**src/rtl/dacbus_pkg.sv**
```systemverilog
package dacbus_pkg;

  typedef enum logic [1:0] {
    OP_WRITE = 2'd0,
    OP_BURST = 2'd1,
    OP_READ  = 2'd2,
    OP_RAMP  = 2'd3
  } op_e;

  typedef enum logic [3:0] {
    S_IDLE,
    S_WLO,
    S_WHI,
    S_LDLO,
    S_LDHI,
    S_RACC,
    S_RREL,
    S_RAMP,
    S_RXIT
  } state_e;

  // nanoseconds to whole cycles, rounded up, never below one
  function automatic int ns_to_cyc(input int ns, input int clk_ns);
    int c;
    c = (ns + clk_ns - 1) / clk_ns;
    return (c < 1) ? 1 : c;
  endfunction

  function automatic int imax(input int a, input int b);
    return (a > b) ? a : b;
  endfunction

endpackage

```
**src/rtl/dacbus_tmr.sv**
```systemverilog
module dacbus_tmr #(
  parameter int TW = 5
) (
  input  logic          clk,
  input  logic          rst_n,
  input  logic          load,
  input  logic [TW-1:0] val,
  output logic          zero
);

  logic [TW-1:0] cnt;

  // a phase loaded with val lasts val cycles
  always_ff @(posedge clk or negedge rst_n) begin
    if (!rst_n) begin
      cnt <= '0;
    end else if (load) begin
      cnt <= val - 1'b1;
    end else if (cnt != '0) begin
      cnt <= cnt - 1'b1;
    end
  end

  assign zero = (cnt == '0);

  p_tmr_len_r3: assert property (@(posedge clk) disable iff (!rst_n)
    (load && val > 1) |=> !zero);

endmodule

```
**src/rtl/dacbus_ramp.sv**
```systemverilog
module dacbus_ramp #(
  parameter int DW = 8,
  parameter int HW = 8
) (
  input  logic          clk,
  input  logic          rst_n,
  input  logic          start,
  input  logic          run,
  input  logic [DW-1:0] step_in,
  input  logic [HW-1:0] hold_in,
  output logic [DW-1:0] code,
  output logic          adv
);

  logic [DW-1:0] step_q;
  logic [HW-1:0] hold_q;
  logic [HW-1:0] hcnt;

  // sum past full scale restarts the ramp at zero
  function automatic logic [DW-1:0] next_code(input logic [DW-1:0] c,
                                              input logic [DW-1:0] s);
    logic [DW:0] sum;
    sum = {1'b0, c} + {1'b0, s};
    return sum[DW] ? '0 : sum[DW-1:0];
  endfunction

  assign adv = run && (hcnt == '0);

  always_ff @(posedge clk or negedge rst_n) begin
    if (!rst_n) begin
      code   <= '0;
      step_q <= '0;
      hold_q <= '0;
      hcnt   <= '0;
    end else if (start) begin
      code   <= '0;
      step_q <= step_in;
      hold_q <= hold_in;
      hcnt   <= hold_in;
    end else if (adv) begin
      code <= next_code(code, step_q);
      hcnt <= hold_q;
    end else if (run) begin
      hcnt <= hcnt - 1'b1;
    end
  end

  p_wrap_r10: assert property (@(posedge clk) disable iff (!rst_n)
    (adv && code == '1 && step_q != '0) |=> (code == '0));

  p_dwell_r9: assert property (@(posedge clk) disable iff (!rst_n)
    (run && !adv && !start) |=> $stable(code));

endmodule

```
**src/rtl/dacbus_seq.sv**
```systemverilog
module dacbus_seq
  import dacbus_pkg::*;
#(
  parameter int AW       = 4,
  parameter int DW       = 8,
  parameter int HW       = 8,
  parameter int CLK_NS   = 10,
  parameter int EN_LO_NS = 40,
  parameter int EN_HI_NS = 40,
  parameter int SETUP_NS = 40,
  parameter int HOLD_NS  = 10,
  parameter int ACC_NS   = 120,
  parameter int ADDR_NS  = 160,
  parameter int REL_NS   = 150,
  localparam int NCH     = 1 << AW
) (
  input  logic              clk,
  input  logic              rst_n,
  input  logic              cmd_valid,
  output logic              cmd_ready,
  input  logic [1:0]        cmd_op,
  input  logic [AW-1:0]     cmd_addr,
  input  logic [DW-1:0]     cmd_data,
  input  logic [NCH*DW-1:0] cmd_burst,
  input  logic [DW-1:0]     cmd_step,
  input  logic [HW-1:0]     cmd_hold,
  input  logic              ramp_stop,
  output logic [DW-1:0]     rd_data,
  output logic              done,
  output logic [AW-1:0]     bus_addr,
  output logic [DW-1:0]     bus_dout,
  output logic              bus_doe,
  input  logic [DW-1:0]     bus_din,
  output logic              bus_cs_n,
  output logic              bus_en_n,
  output logic              bus_rw,
  output logic              bus_ld_n
);

  localparam int LO_C  = imax(ns_to_cyc(EN_LO_NS, CLK_NS), ns_to_cyc(SETUP_NS, CLK_NS));
  localparam int HI_C  = imax(ns_to_cyc(EN_HI_NS, CLK_NS), ns_to_cyc(HOLD_NS, CLK_NS));
  localparam int RD_C  = imax(ns_to_cyc(ACC_NS, CLK_NS), ns_to_cyc(ADDR_NS, CLK_NS));
  localparam int REL_C = ns_to_cyc(REL_NS, CLK_NS);
  localparam int MAXC  = imax(imax(LO_C, HI_C), imax(RD_C, REL_C));
  localparam int TW    = $clog2(MAXC + 1);
  localparam logic [TW-1:0] LO_V   = TW'(LO_C);
  localparam logic [TW-1:0] HI_V   = TW'(HI_C);
  localparam logic [TW-1:0] RD_V   = TW'(RD_C);
  localparam logic [TW-1:0] REL_V  = TW'(REL_C);
  localparam logic [TW-1:0] SAT_V  = TW'(MAXC);
  localparam logic [AW-1:0] LAST_CH = AW'(NCH - 1);

  state_e          st;
  op_e             op;
  logic [AW-1:0]   ch_q, last_q, ch_nx;
  logic [DW-1:0]   dout_q, rd_q;
  logic [NCH*DW-1:0] bvec_q;
  logic            done_q, cs_n_q, en_n_q, rw_q, ld_n_q, doe_q;
  logic            tz, tmr_ld;
  logic [TW-1:0]   tmr_val;
  logic [DW-1:0]   r_code;

  // named internal events
  logic accept, ramp_on, ramp_start, ramp_run, ramp_adv, rd_sample;

  assign op         = op_e'(cmd_op);
  assign accept     = (st == S_IDLE) && cmd_valid;
  assign ramp_on    = (st == S_RAMP);
  assign ramp_start = accept && (op == OP_RAMP);
  assign ramp_run   = ramp_on && !ramp_stop;
  assign rd_sample  = (st == S_RACC) && tz;
  assign ch_nx      = ch_q + 1'b1;

  dacbus_tmr #(.TW(TW)) u_tmr (
    .clk   (clk),
    .rst_n (rst_n),
    .load  (tmr_ld),
    .val   (tmr_val),
    .zero  (tz)
  );

  dacbus_ramp #(.DW(DW), .HW(HW)) u_ramp (
    .clk     (clk),
    .rst_n   (rst_n),
    .start   (ramp_start),
    .run     (ramp_run),
    .step_in (cmd_step),
    .hold_in (cmd_hold),
    .code    (r_code),
    .adv     (ramp_adv)
  );

  // length of the phase entered on this edge
  always_comb begin
    tmr_ld  = 1'b0;
    tmr_val = LO_V;
    case (st)
      S_IDLE: if (cmd_valid) begin
        tmr_ld  = 1'b1;
        tmr_val = (op == OP_READ) ? RD_V : LO_V;
      end
      S_WLO:  if (tz) begin tmr_ld = 1'b1; tmr_val = HI_V; end
      S_WHI:  if (tz) begin tmr_ld = 1'b1; tmr_val = LO_V; end
      S_LDLO: if (tz) begin tmr_ld = 1'b1; tmr_val = HI_V; end
      S_RACC: if (tz) begin tmr_ld = 1'b1; tmr_val = REL_V; end
      S_RAMP: if (ramp_stop) begin tmr_ld = 1'b1; tmr_val = HI_V; end
      default: ;
    endcase
  end

  always_ff @(posedge clk or negedge rst_n) begin
    if (!rst_n) begin
      st     <= S_IDLE;
      ch_q   <= '0;
      last_q <= '0;
      dout_q <= '0;
      bvec_q <= '0;
      rd_q   <= '0;
      done_q <= 1'b0;
      cs_n_q <= 1'b1;
      en_n_q <= 1'b1;
      rw_q   <= 1'b0;
      ld_n_q <= 1'b1;
      doe_q  <= 1'b0;
    end else begin
      done_q <= 1'b0;
      case (st)
        S_IDLE: if (cmd_valid) begin
          case (op)
            OP_WRITE: begin
              ch_q   <= cmd_addr;
              last_q <= cmd_addr;
              dout_q <= cmd_data;
              cs_n_q <= 1'b0;
              en_n_q <= 1'b0;
              doe_q  <= 1'b1;
              st     <= S_WLO;
            end
            OP_BURST: begin
              ch_q   <= '0;
              last_q <= LAST_CH;
              bvec_q <= cmd_burst;
              dout_q <= cmd_burst[DW-1:0];
              cs_n_q <= 1'b0;
              en_n_q <= 1'b0;
              doe_q  <= 1'b1;
              st     <= S_WLO;
            end
            OP_READ: begin
              ch_q   <= cmd_addr;
              cs_n_q <= 1'b0;
              rw_q   <= 1'b1;
              st     <= S_RACC;
            end
            default: begin
              ch_q   <= cmd_addr;
              cs_n_q <= 1'b0;
              en_n_q <= 1'b0;
              ld_n_q <= 1'b0;
              doe_q  <= 1'b1;
              st     <= S_RAMP;
            end
          endcase
        end
        S_WLO: if (tz) begin
          en_n_q <= 1'b1;
          st     <= S_WHI;
        end
        S_WHI: if (tz) begin
          if (ch_q != last_q) begin
            ch_q   <= ch_nx;
            dout_q <= bvec_q[int'(ch_nx)*DW +: DW];
            en_n_q <= 1'b0;
            st     <= S_WLO;
          end else begin
            cs_n_q <= 1'b1;
            en_n_q <= 1'b0;
            ld_n_q <= 1'b0;
            st     <= S_LDLO;
          end
        end
        S_LDLO: if (tz) begin
          en_n_q <= 1'b1;
          ld_n_q <= 1'b1;
          st     <= S_LDHI;
        end
        S_LDHI: if (tz) begin
          doe_q  <= 1'b0;
          done_q <= 1'b1;
          st     <= S_IDLE;
        end
        S_RACC: if (tz) begin
          rd_q   <= bus_din;
          cs_n_q <= 1'b1;
          done_q <= 1'b1;
          st     <= S_RREL;
        end
        S_RREL: if (tz) begin
          rw_q <= 1'b0;
          st   <= S_IDLE;
        end
        S_RAMP: if (ramp_stop) begin
          dout_q <= r_code;
          cs_n_q <= 1'b1;
          en_n_q <= 1'b1;
          ld_n_q <= 1'b1;
          st     <= S_RXIT;
        end
        S_RXIT: if (tz) begin
          doe_q  <= 1'b0;
          done_q <= 1'b1;
          st     <= S_IDLE;
        end
        default: st <= S_IDLE;
      endcase
    end
  end

  assign cmd_ready = (st == S_IDLE);
  assign rd_data   = rd_q;
  assign done      = done_q;
  assign bus_addr  = ch_q;
  assign bus_dout  = ramp_on ? r_code : dout_q;
  assign bus_doe   = doe_q;
  assign bus_cs_n  = cs_n_q;
  assign bus_en_n  = en_n_q;
  assign bus_rw    = rw_q;
  assign bus_ld_n  = ld_n_q;

  // observation counters for the timing windows
  logic [TW-1:0] en_lo_run, rel_run;

  always_ff @(posedge clk or negedge rst_n) begin
    if (!rst_n) begin
      en_lo_run <= '0;
      rel_run   <= SAT_V;
    end else begin
      en_lo_run <= bus_en_n ? '0 : ((en_lo_run == SAT_V) ? SAT_V : en_lo_run + 1'b1);
      rel_run   <= (!bus_cs_n && bus_rw) ? '0 :
                   ((rel_run == SAT_V) ? SAT_V : rel_run + 1'b1);
    end
  end

  p_idle_pins_r1: assert property (@(posedge clk) disable iff (!rst_n)
    cmd_ready |-> (bus_cs_n && bus_en_n && bus_ld_n && !bus_rw && !bus_doe));

  p_en_low_r3: assert property (@(posedge clk) disable iff (!rst_n)
    ($rose(bus_en_n) && st != S_RXIT) |-> (en_lo_run >= LO_V));

  p_ld_last_r4: assert property (@(posedge clk) disable iff (!rst_n)
    ($fell(bus_ld_n) && !ramp_on) |-> (ch_q == last_q));

  p_ld_cs_r5: assert property (@(posedge clk) disable iff (!rst_n)
    (!bus_ld_n && !ramp_on) |-> (bus_cs_n && !bus_en_n));

  p_read_nodrive_r6: assert property (@(posedge clk) disable iff (!rst_n)
    (!bus_cs_n && bus_rw) |-> (!bus_doe && bus_en_n && bus_ld_n));

  p_done_pulse_r7: assert property (@(posedge clk) disable iff (!rst_n)
    done |=> !done);

  p_read_done_r7: assert property (@(posedge clk) disable iff (!rst_n)
    rd_sample |=> (done && bus_cs_n));

  p_release_r8: assert property (@(posedge clk) disable iff (!rst_n)
    $rose(bus_doe) |-> (rel_run >= REL_V));

  p_ramp_pins_r9: assert property (@(posedge clk) disable iff (!rst_n)
    ramp_on |-> (!bus_cs_n && !bus_en_n && !bus_ld_n && !bus_rw));

  p_abort_r11: assert property (@(posedge clk) disable iff (!rst_n)
    (ramp_on && ramp_stop) |=> (bus_en_n && bus_cs_n && bus_ld_n));

endmodule

```
**config.mk**
```make
export PLATFORM = sky130hd
export DESIGN_NAME = dacbus_seq
export DESIGN_NICKNAME = d
export VERILOG_FILES = /design/src/rtl/dacbus_pkg.sv /design/src/rtl/dacbus_tmr.sv /design/src/rtl/dacbus_ramp.sv /design/src/rtl/dacbus_seq.sv
export SDC_FILE = /design/constraint.sdc
export NUM_CORES = 1
export LEC_CHECK = 0
export BUFFER_PORTS_ARGS = -buffer_cell sky130_fd_sc_hd__buf_4
export CAP_MARGIN = 20
export CORE_MARGIN = 10
export CORE_UTILIZATION = 45
export DETAILED_ROUTE_END_ITERATION = 6
export PLACE_DENSITY = 0.67
export SYNTH_ARGS = -nofsm -noshare
export SYNTH_HDL_FRONTEND = slang
export SYNTH_SLANG_ARGS = --single-unit
```
**constraint.sdc**
```tcl
create_clock -name clk -period 4.3 [get_ports clk]
set_clock_uncertainty 0.1 [all_clocks]
set_input_delay 0 -clock clk [delete_from_list [all_inputs] [get_ports clk]]
set_output_delay 0 -clock clk [all_outputs]
set_load 0.01 [all_outputs]
```
-- After elaboration in Yosys (flattened, before gate mapping)
Cells that the tools add are included.
W data, S select, Z words.
- reduce and logical (&&, ||, !) cells: 39
- magnitude comparators: 0
- div/mod/pow operators: 0
- add/subtract/negate cells: 5
- shift operators: 1
- bitwise operators: 0
- $mul: 0
- multiplexer cells: 61
- equality and inequality tests: 28
- operators by type and width (cell ; count):
    $shiftx A128 B8 Y8 ; 1
    $mux W8 ; 11
    $mux W4 ; 12
    $pmux W4 S7 ; 1
    $pmux W8 S3 ; 1
    $ne A2 B2 Y1 const B ; 11
    $mux W1 ; 20
    $mux W5 ; 4
    $reduce_and A6 Y1 ; 3
    $eq A4 B3 Y1 const B ; 4
    $pmux W4 S2 ; 2
    $pmux W8 S2 ; 1
    $reduce_and A7 Y1 ; 2
    $pmux W1 S4 ; 3
    $reduce_and A4 Y1 ; 3
    $reduce_bool A2 Y1 ; 6
    $reduce_bool A4 Y1 ; 3
    $pmux W5 S2 ; 1
    $sub A5 B1 Y5 const B ; 2
    $add A8 B8 Y9 ; 1
    $reduce_or A3 Y1 ; 3
    $eq A4 B2 Y1 const B ; 2
    $logic_not A8 Y1 ; 1
    $ne A2 B1 Y1 const B ; 4
    other kinds (23) ; 32
- logic and storage cells: 151
- input bits: 170
- register bits after elaboration: 199
- bits in writable memories: 0
- memories kept: 0
- bits in latches: 0
- memory bits (read-only): 0
- output and inout port bits: 27

-- Depth between registers and ports, before layout
Gate-level depths: netlist of run 1.
- word-level depth: 6
- mapped depth: 12
- mapped depth without buffers: 10

-- Modules after synthesis
From an unflattened synthesis of run 1, not the netlist that was laid out.
- cells, all modules: 874
- area total of the unflattened synthesis: 10844.2 um^2
- by module, submodules not included (module ; area each (um^2) ; seq. area each (um^2) ; instances ; cells each):
    dacbus_seq ; 8607.0 ; 4057.6 ; 1 ; 661
    dacbus_ramp ; 1909.3 ; 800.8 ; 1 ; 183
    dacbus_tmr ; 327.8 ; 125.1 ; 1 ; 30

-- Worst setup path after synthesis of run 1
No wires, ideal clock.
- path kind: register -> register
- from: register ch_q[1] (netlist: bus_addr[1])
- to: register dout_q[1]
- clock period less this slack: 2627 ps
- data arrival time: 2402 ps
- data required time: 4075 ps
- path slack: 1673 ps
- stages on the path, launching flop included: 9
- buffers on the path: 2
- library setup time: 125 ps
- cells stage by stage: dfrtp_1 -> ha_1 -> clkbuf_1 -> clkbuf_1 -> mux4_2 -> mux2i_1 -> nor3_1 -> or3_1 -> mux2_2
- cells in the longest elaborated chain, start to end: 5
- elaborated cells between the ends (all ways): 8
- classes of those cells: add/sub (1); eq/ne (2); shift (1); mux (3); reduce/logical (1)
- RTL lines (item ; line ; text):
    start: declaration ; dacbus_seq.sv:55 ; logic [AW-1:0] ch_q, last_q, ch_nx;
    start signal: assignment ; dacbus_seq.sv:131 ; ch_q <= cmd_addr;
    start signal: assignment ; dacbus_seq.sv:150 ; ch_q <= cmd_addr;
    start signal: assignment ; dacbus_seq.sv:156 ; ch_q <= cmd_addr;
    $add A4 B1 Y4 ; dacbus_seq.sv:72 ; assign ch_nx = ch_q + 1'b1;
    $shiftx A128 B8 Y8 ; dacbus_seq.sv:172 ; dout_q <= bvec_q[int'(ch_nx)*DW +: DW];
    $mux W8 ; dacbus_seq.sv:170 ; if (ch_q != last_q) begin
    $mux W8 ; dacbus_seq.sv:169 ; S_WHI: if (tz) begin
    $pmux W8 S3 ; dacbus_seq.sv:127 ; case (st)
    end signal: assignment ; dacbus_seq.sv:133 ; dout_q <= cmd_data;
    end signal: assignment ; dacbus_seq.sv:143 ; dout_q <= cmd_burst[DW-1:0];
    end signal: assignment ; dacbus_seq.sv:172 ;
    end: declaration ; dacbus_seq.sv:56 ; logic [DW-1:0] dout_q, rd_q;
Parallel ways exist; a longest one is shown, timed or not. The select of a mux whose other input is x is not followed.
A chain may end at the register's enable or synchronous reset.

-- Final worst setup path of run 1
- from: register st[2]
- to: register u_ramp.code[4]
- cells in the longest elaborated chain, start to end: 4
- elaborated cells between the ends (all ways): 8
- classes of those cells: eq/ne (1); mux (1); reduce/logical (6)
- RTL lines (item ; line ; text):
    start: declaration ; dacbus_seq.sv:53 ; state_e st;
    start signal: assignment ; dacbus_seq.sv:113 ; st <= S_IDLE;
    start signal: assignment ; dacbus_seq.sv:137 ; st <= S_WLO;
    start signal: assignment ; dacbus_seq.sv:147 ; st <= S_WLO;
    $eq A4 B3 Y1 / $logic_not A4 Y1 (equally long branches) ; dacbus_seq.sv:68, dacbus_seq.sv:67 ;
    $logic_and A1 B1 Y1, on equally long branches ; dacbus_seq.sv:70, dacbus_seq.sv:67 ;
    $logic_and A1 B1 Y1, on equally long branches ; dacbus_ramp.sv:27, dacbus_seq.sv:69 ;
    $reduce_bool A2 Y1 (no source line) / $mux W8 (equally long branches) ; -- ;
    end signal: assignment ; dacbus_ramp.sv:41 ; code <= next_code(code, step_q);
    end: declaration ; dacbus_ramp.sv:11 ; output logic [DW-1:0] code,
Parallel ways exist; a longest one is shown, timed or not.

==> results of run 1 <==
-- Yosys cell counts, drive strengths merged, types with 2 or more instances --
library cell    n  area [um2]
nor3           29         161
or3            17         111
mux4           32         728
nand3          10        50.1
nor4            3        40.0
nand2b          7        43.8
o22ai           4        38.8
buf            31         253
clkbuf         16        60.1
o21a            4        30.0
nor2b           6        37.5
nand2          96         365
dfstp           3        78.8
a21boi          4        30.0
o41ai           3        26.3
nor3b           2        15.0
inv            14        52.6
xor2           10        95.1
o21ai          24         120
ha             11         138
o31ai          12        90.1
o211ai          6        45.0
a31oi           6        43.8
nor4b           3        41.3
a221oi          3        26.3
mux2          145        1630
and2            2        12.5
a211oi          2        15.0
or2             2        12.5
a21oi          19        95.1
dfrtp         196        4900
or4b            2        23.8
o31a            2        17.5
or4             3        22.5
xnor2           2        17.5
mux2i          28         280
nor2           31         133
-- where the power goes --
part           switching, W  internal [W]
combinational       0.00170       0.00207
sequential         0.000660       0.00281
clock              0.000857      0.000804
-- layout make-up --
type | instances | area share
clock buffer | 18 | 0.0309
sequential | 199 | 0.358
timing repair buffer | 370 | 0.232
inverter | 14 | 0.00378
multi-input combinational | 543 | 0.336
tap | 280 | 0.0252
clock inverter | 14 | 0.0139
-- kinds of logic (layout without fill, tap and decap cells) --
kind of cell | count (synthesis) | in the layout | share of synthesized area
AO/OA/AOI/OAI | 98 | 98 | 0.0657
multiplexers | 205 | 205 | 0.264
adder cells (fa/ha/maj) | 12 | 12 | 0.0157
flip-flops | 199 | 199 | 0.498
AND/OR/NAND/NOR | 216 | 216 | 0.109
XOR/XNOR | 12 | 12 | 0.0112
buffers and inverters | 61 | 416 | 0.0365
-- state kept, by name, indices dropped and copies added (netlist names), 4 cells and up --
name           flops
st                 4
u_ramp.hcnt        8
rd_data            8
u_ramp.code        8
bus_addr           4
last_q             4
u_tmr.cnt          5
u_ramp.hold_q      8
u_ramp.step_q      8
bvec_q           128
dout_q             8
-- stage by stage --
stage / power (W) / utilization / area, um2 / hold slack, ns / std cells
global route: 0.00950 / 0.635 / 13900 / 0.0527 / 1438
floorplan: 0.00599 / - / 10000 / -0.396 / 803
detailed placement: 0.00713 / 0.531 / 11600 / 0.103 / 1240
finish: 0.00889 / 0.635 / 13900 / 0.0287 / 1438
global placement: 0.00704 / 0.531 / 11600 / 0.103 / 1240
CTS: 0.00894 / 0.635 / 13900 / 0.0305 / 1438
-- per-layer routing --
layer	vias up	share of wire	track usage
li1	3603	-	-
met3	18	0.056	0.0544
met2	195	0.49	0.325
met5	-	0	0
met4	0	0.012	0.0379
met1	3814	0.45	0.263
-- worst max-delay path by stage --
stage                                 to  cells past startpoint   startpoint  slack, ns
after global placement         dout_q[5]                      6  bus_addr[1]       1.38
after detailed placement       dout_q[5]                      6  bus_addr[1]       1.33
final                     u_ramp.code[4]                      5        st[2]       1.34
after floorplan                dout_q[1]                      8  bus_addr[1]       1.67
after global routing      u_ramp.code[6]                      5        st[2]       1.05
after CTS                      dout_q[5]                      6  bus_addr[1]       1.32
-- layout by cell type, fill, tap and decap left out, types with 3 or more instances in the layout --
| cell type | n |
|---|---|
| buf_4 | 201 |
| dfrtp_1 | 195 |
| dlygate4sd3_1 | 166 |
| mux2_2 | 145 |
| nand2_1 | 94 |
| nor2_1 | 30 |
| mux4_2 | 30 |
| mux2i_1 | 28 |
| nor3_1 | 27 |
| o21ai_0 | 23 |
| a21oi_1 | 19 |
| clkbuf_16 | 17 |
| or3_1 | 16 |
| inv_1 | 14 |
| o31ai_1 | 12 |
| nand3_1 | 10 |
| ha_1 | 10 |
| xor2_1 | 9 |
| nand2b_1 | 7 |
| clkinv_8 | 7 |
| nor2b_1 | 6 |
| o211ai_1 | 6 |
| a31oi_1 | 5 |
| a21boi_0 | 4 |
| o21a_1 | 4 |
| inv_6 | 4 |
| or4_1 | 3 |
| a221oi_1 | 3 |
| o41ai_1 | 3 |
| o22ai_1 | 3 |
| dfstp_2 | 3 |
-- critical path: cells and delay by family (launching register included) --
kind | cells | cell delay, ns
AND/OR/NAND/NOR | 3 | 1.38
AO/OA/AOI/OAI | 1 | 0.37
buffers and inverters | 1 | 0.25
flip-flops | 1 | 0.74
==> impl_metrics.env, run 1 <==
export IMPL_area_delta_synth_final_pct=38.9
export IMPL_core_mm2=0.0219
export IMPL_wl_per_cell_um=19.6
export IMPL_layout_drive_gt1_share=0.372
export IMPL_crit_arrival_ns=3.18
export IMPL_r2r_slack_ns=1.34
export IMPL_synth_cell_types=66
export IMPL_ctsResizeCount=0
export IMPL_relSlewSlack=0.327
export IMPL_avgSynthCellArea_um2=12.5
export IMPL_rr_worst_depth=5
export IMPL_final_fill_count=1690
export IMPL_seq_area_mm2=0.00498
export IMPL_cp_start_kind="flop"
export IMPL_initial_core_util=0.457
export IMPL_end_kind="flop"
export IMPL_r2r_end="u_ramp.code[4]"
export IMPL_hp_class="input port to flop"
export IMPL_min_delay_path_depth=5
export IMPL_synth_area_mm2=0.0100
export IMPL_cts_tree="done"
export IMPL_synth_warnings=0
export IMPL_power_density_mw_per_mm2=640
export IMPL_dieWidth_um=169
export IMPL_clkSinkCount=199
export IMPL_postRouteAntennaNets=0
export IMPL_synth_seq_area_share=0.498
export IMPL_p_leak_nw=6.31
export IMPL_crit_path_max_incr_delay_ns=0.74
export IMPL_drtIter0Drc=491
export IMPL_grt_max_degree=122
export IMPL_grtUsageTotal=0.199
export IMPL_ys_flop_type="dfrtp_1"
export IMPL_postCtsHoldBufs=166
export IMPL_grt_ovfl_total=0
export IMPL_setup_tns_ns=0
export IMPL_pin_count=197
export IMPL_clkTransAtPathRegs_ns=0.08
export IMPL_crit_chain="nand4b_1, nor4_2, buf_4, nand2b_1, o41ai_1"
export IMPL_dp_hpwl_um=19000
export IMPL_finalMaxSlewViolations=0
export IMPL_vias_per_cell=5.31
export IMPL_dieArea_mm2=0.0286
export IMPL_clockBufferDepth=2
export IMPL_num_vias=7630
export IMPL_multi_input_area_mm2=0.00467
export IMPL_crit_fanout=19
export IMPL_grt_first_pass_wirelength_um=46000
export IMPL_grt_setup_unrepaired="no"
export IMPL_synth_edff_count=0
export IMPL_min_from="cmd_data[0]"
export IMPL_synth_fp_nets=985
export IMPL_min_to="dout_q[0]"
export IMPL_cts_setup_buffers=0
export IMPL_finalCriticalPeriod_ns=2.96
export IMPL_diodes=0
export IMPL_outcome="finished, final reports clean"
export IMPL_port_buffers=196
export IMPL_die_y_um=169
export IMPL_finalHoldViolations=0
export IMPL_max_cap_viol_count=0
export IMPL_fin_crit_sh=0.689
export IMPL_finalWirelength_um=28200
export IMPL_critical_path_slowest_cell="dfrtp_1"
export IMPL_fin_ws_ns=1.34
export IMPL_grt_pass1_vias=8313
export IMPL_syn_instance_count=803
export IMPL_drc=0
export IMPL_max_freq_mhz=338
export IMPL_crit_type="flop to flop"
export IMPL_ir_worst_vdd_uv=308
export IMPL_worst_pin_slew_ns=1.01
export IMPL_insertion_delay_ns=0.44
export IMPL_setup_viol=0
export IMPL_crit_required_ns=4.52
export IMPL_firstDrtPassIters=6
export IMPL_placementRows=54
export IMPL_cts_root_buffer="clkbuf_16"
export IMPL_numCtsBuffers=17
export IMPL_nets=1327
export IMPL_dp_slack_ns=1.33
export IMPL_async_flop_share=1.00
export IMPL_antenna_found_initial=0
export IMPL_synth_seq_cells=199
export IMPL_htreeDepth=4
export IMPL_rr_startpoint="st[2]"
export IMPL_gp_congestion=0.888
Power figures use the tool's default switching activity.
==> inputs of run 2 (changes only) <==
clock period = 2.9 ns   (was 4.3 ns; I/O delays follow)
==> impl_metrics.env, run 2 (synthesis results as in run 1) <==
export IMPL_finalMaxSlewViolations=0
export IMPL_die_y_um=169
export IMPL_wl_met3_um=1720
export IMPL_drt_met1_wl_um=12500
export IMPL_max_cap_viol_count=0
export IMPL_cts_setup_buffers=0
export IMPL_ir_worst_vdd_uv=489
export IMPL_p_leak_nw=6.39
export IMPL_top_register="bvec_q"
export IMPL_power_density_mw_per_mm2=944
export IMPL_finalHoldViolations=0
export IMPL_end_kind="flop"
export IMPL_port_buffers=196
export IMPL_relSlewSlack=0.510
export IMPL_dieArea_mm2=0.0286
export IMPL_wl_met2_um=14100
export IMPL_wl_per_cell_um=19.8
export IMPL_highest_layer="met4"
export IMPL_dp_hpwl_um=19400
export IMPL_whs_ns=0.0472
export IMPL_num_vias=7735
export IMPL_crit_arrival_ns=2.86
export IMPL_clkTransAtPathRegs_ns=0.08
export IMPL_numCtsBuffers=17
export IMPL_htreeDepth=4
export IMPL_antenna_found_initial=1
export IMPL_crit_type="flop to flop"
export IMPL_clockBufferDepth=2
export IMPL_firstDrtPassIters=5
export IMPL_fin_crit_sh=0.905
export IMPL_grt_ovfl_total=0
export IMPL_clkSinkCount=199
export IMPL_layout_drive_gt1_share=0.383
export IMPL_worst_pin_slew_ns=0.736
export IMPL_finalCriticalPeriod_ns=2.63
export IMPL_drtIter0Drc=513
export IMPL_pin_count=197
export IMPL_crit_fanout=11
export IMPL_grt_first_pass_wirelength_um=47100
export IMPL_cp_start_kind="flop"
export IMPL_dieWidth_um=169
export IMPL_grtUsageTotal=0.204
export IMPL_placementRows=54
export IMPL_area_delta_synth_final_pct=40.4
export IMPL_multi_input_area_mm2=0.00467
export IMPL_final_common_cell="buf_4"
export IMPL_crit_required_ns=3.13
export IMPL_hp_class="input port to flop"
export IMPL_outcome="finished, final reports clean"
export IMPL_grt_pass1_vias=8568
export IMPL_setup_viol=0
export IMPL_cts_tree="done"
export IMPL_finalWirelength_um=28700
export IMPL_insertion_delay_ns=0.44
export IMPL_max_freq_mhz=381
export IMPL_final_fill_count=1678
export IMPL_drc=0
export IMPL_gp_congestion=0.864
export IMPL_vias_per_cell=5.32
export IMPL_postRouteAntennaNets=0
export IMPL_nets=1342
export IMPL_setup_tns_ns=0
export IMPL_initial_core_util=0.457
export IMPL_final_cell_mix="buf_4 (214), dfrtp_1 (194), dlygate4sd3_1 (164), mux2_2 (145), nand2_1 (94)"
export IMPL_largest_reg_flops=128
export IMPL_cts_root_buffer="clkbuf_16"
export IMPL_grt_setup_unrepaired="no"
export IMPL_seq_area_mm2=0.00499
export IMPL_core_mm2=0.0219
export IMPL_grt_max_degree=87
==> run 2: changes by cell type in the layout (fill, tap and decap cells not counted), sizes merged <==
cell | previous run | this run
clkbuf | 19 | 18
dlygate4sd3 | 166 | 164
buf | 203 | 220
clkinv | 7 | 11
diode | 0 | 1
inv | 21 | 17
==> run 2: path summary, 6_finish.rpt <==
check                           depth (start not counted)           end        start  slack, ns
worst min-delay path                                    5     dout_q[7]  cmd_data[7]       0.05
worst max-delay path                                   11  u_tmr.cnt[4]        st[2]       0.27
min in group asynchronous                               2    rd_data[6]        rst_n       0.07
worst min register to register                          2      bus_cs_n     bus_cs_n       0.37
worst max register to register                         11  u_tmr.cnt[4]        st[2]       0.27
max in group asynchronous                               3    bvec_q[25]        rst_n       1.64
==> run 2: report_power, final <==
part           switching (W)  internal [W]
Combinational        0.00259       0.00318
Clock                0.00123       0.00117
Sequential          0.000934       0.00417
Total                0.00475       0.00852
==> run 2: critical path: stages (launching register included) <==
cell and delay [ns]:
dfrtp_1 0.51, buf_4 0.23, nor2b_1 0.19, o211ai_1 0.11, a21oi_1 0.35, nor2_1 0.11
a21boi_0 0.21, ha_1 0.27, nand2_1 0.07, nand2_1 0.06, a21oi_1 0.06, o32ai_1 0.24
==> run 2: layout make-up <==
class | instances | share of cell area
inverters | 14 | 0.00374
repair buffers | 385 | 0.241
well taps | 280 | 0.0249
clock inverters | 14 | 0.0135
multi-input cells | 543 | 0.332
clock buffers | 17 | 0.0303
flip-flops and latches | 199 | 0.355
diodes | 1 | 0.000178
==> run 2: per-layer routing <==
metal  GRT usage  vias to the layer above
li1            -                     3647
met1       0.265                     3854
met2       0.334                      211
met3      0.0556                       23
met4      0.0488                        0
met5           0                        -
==> run 2: stage by stage <==
stage                     std cells  instance area (um2)  utilization  setup slack (ns)  total power [W]
after floorplan                 803                10000            -             0.273          0.00889
after global placement         1257                11800        0.539             0.346           0.0105
after detailed placement       1257                11800        0.539             0.254           0.0107
after CTS                      1452                14100        0.642             0.254           0.0133
after global routing           1453                14100        0.642            0.0317           0.0142
final                          1453                14100        0.642             0.274           0.0133
==> run 2: timing repair <==
item	in CTS	in global routing
endpoints found under the setup margin	0	1
hold buffers	164	0
endpoints found under the hold margin	256	0
gates resized for setup	0	1
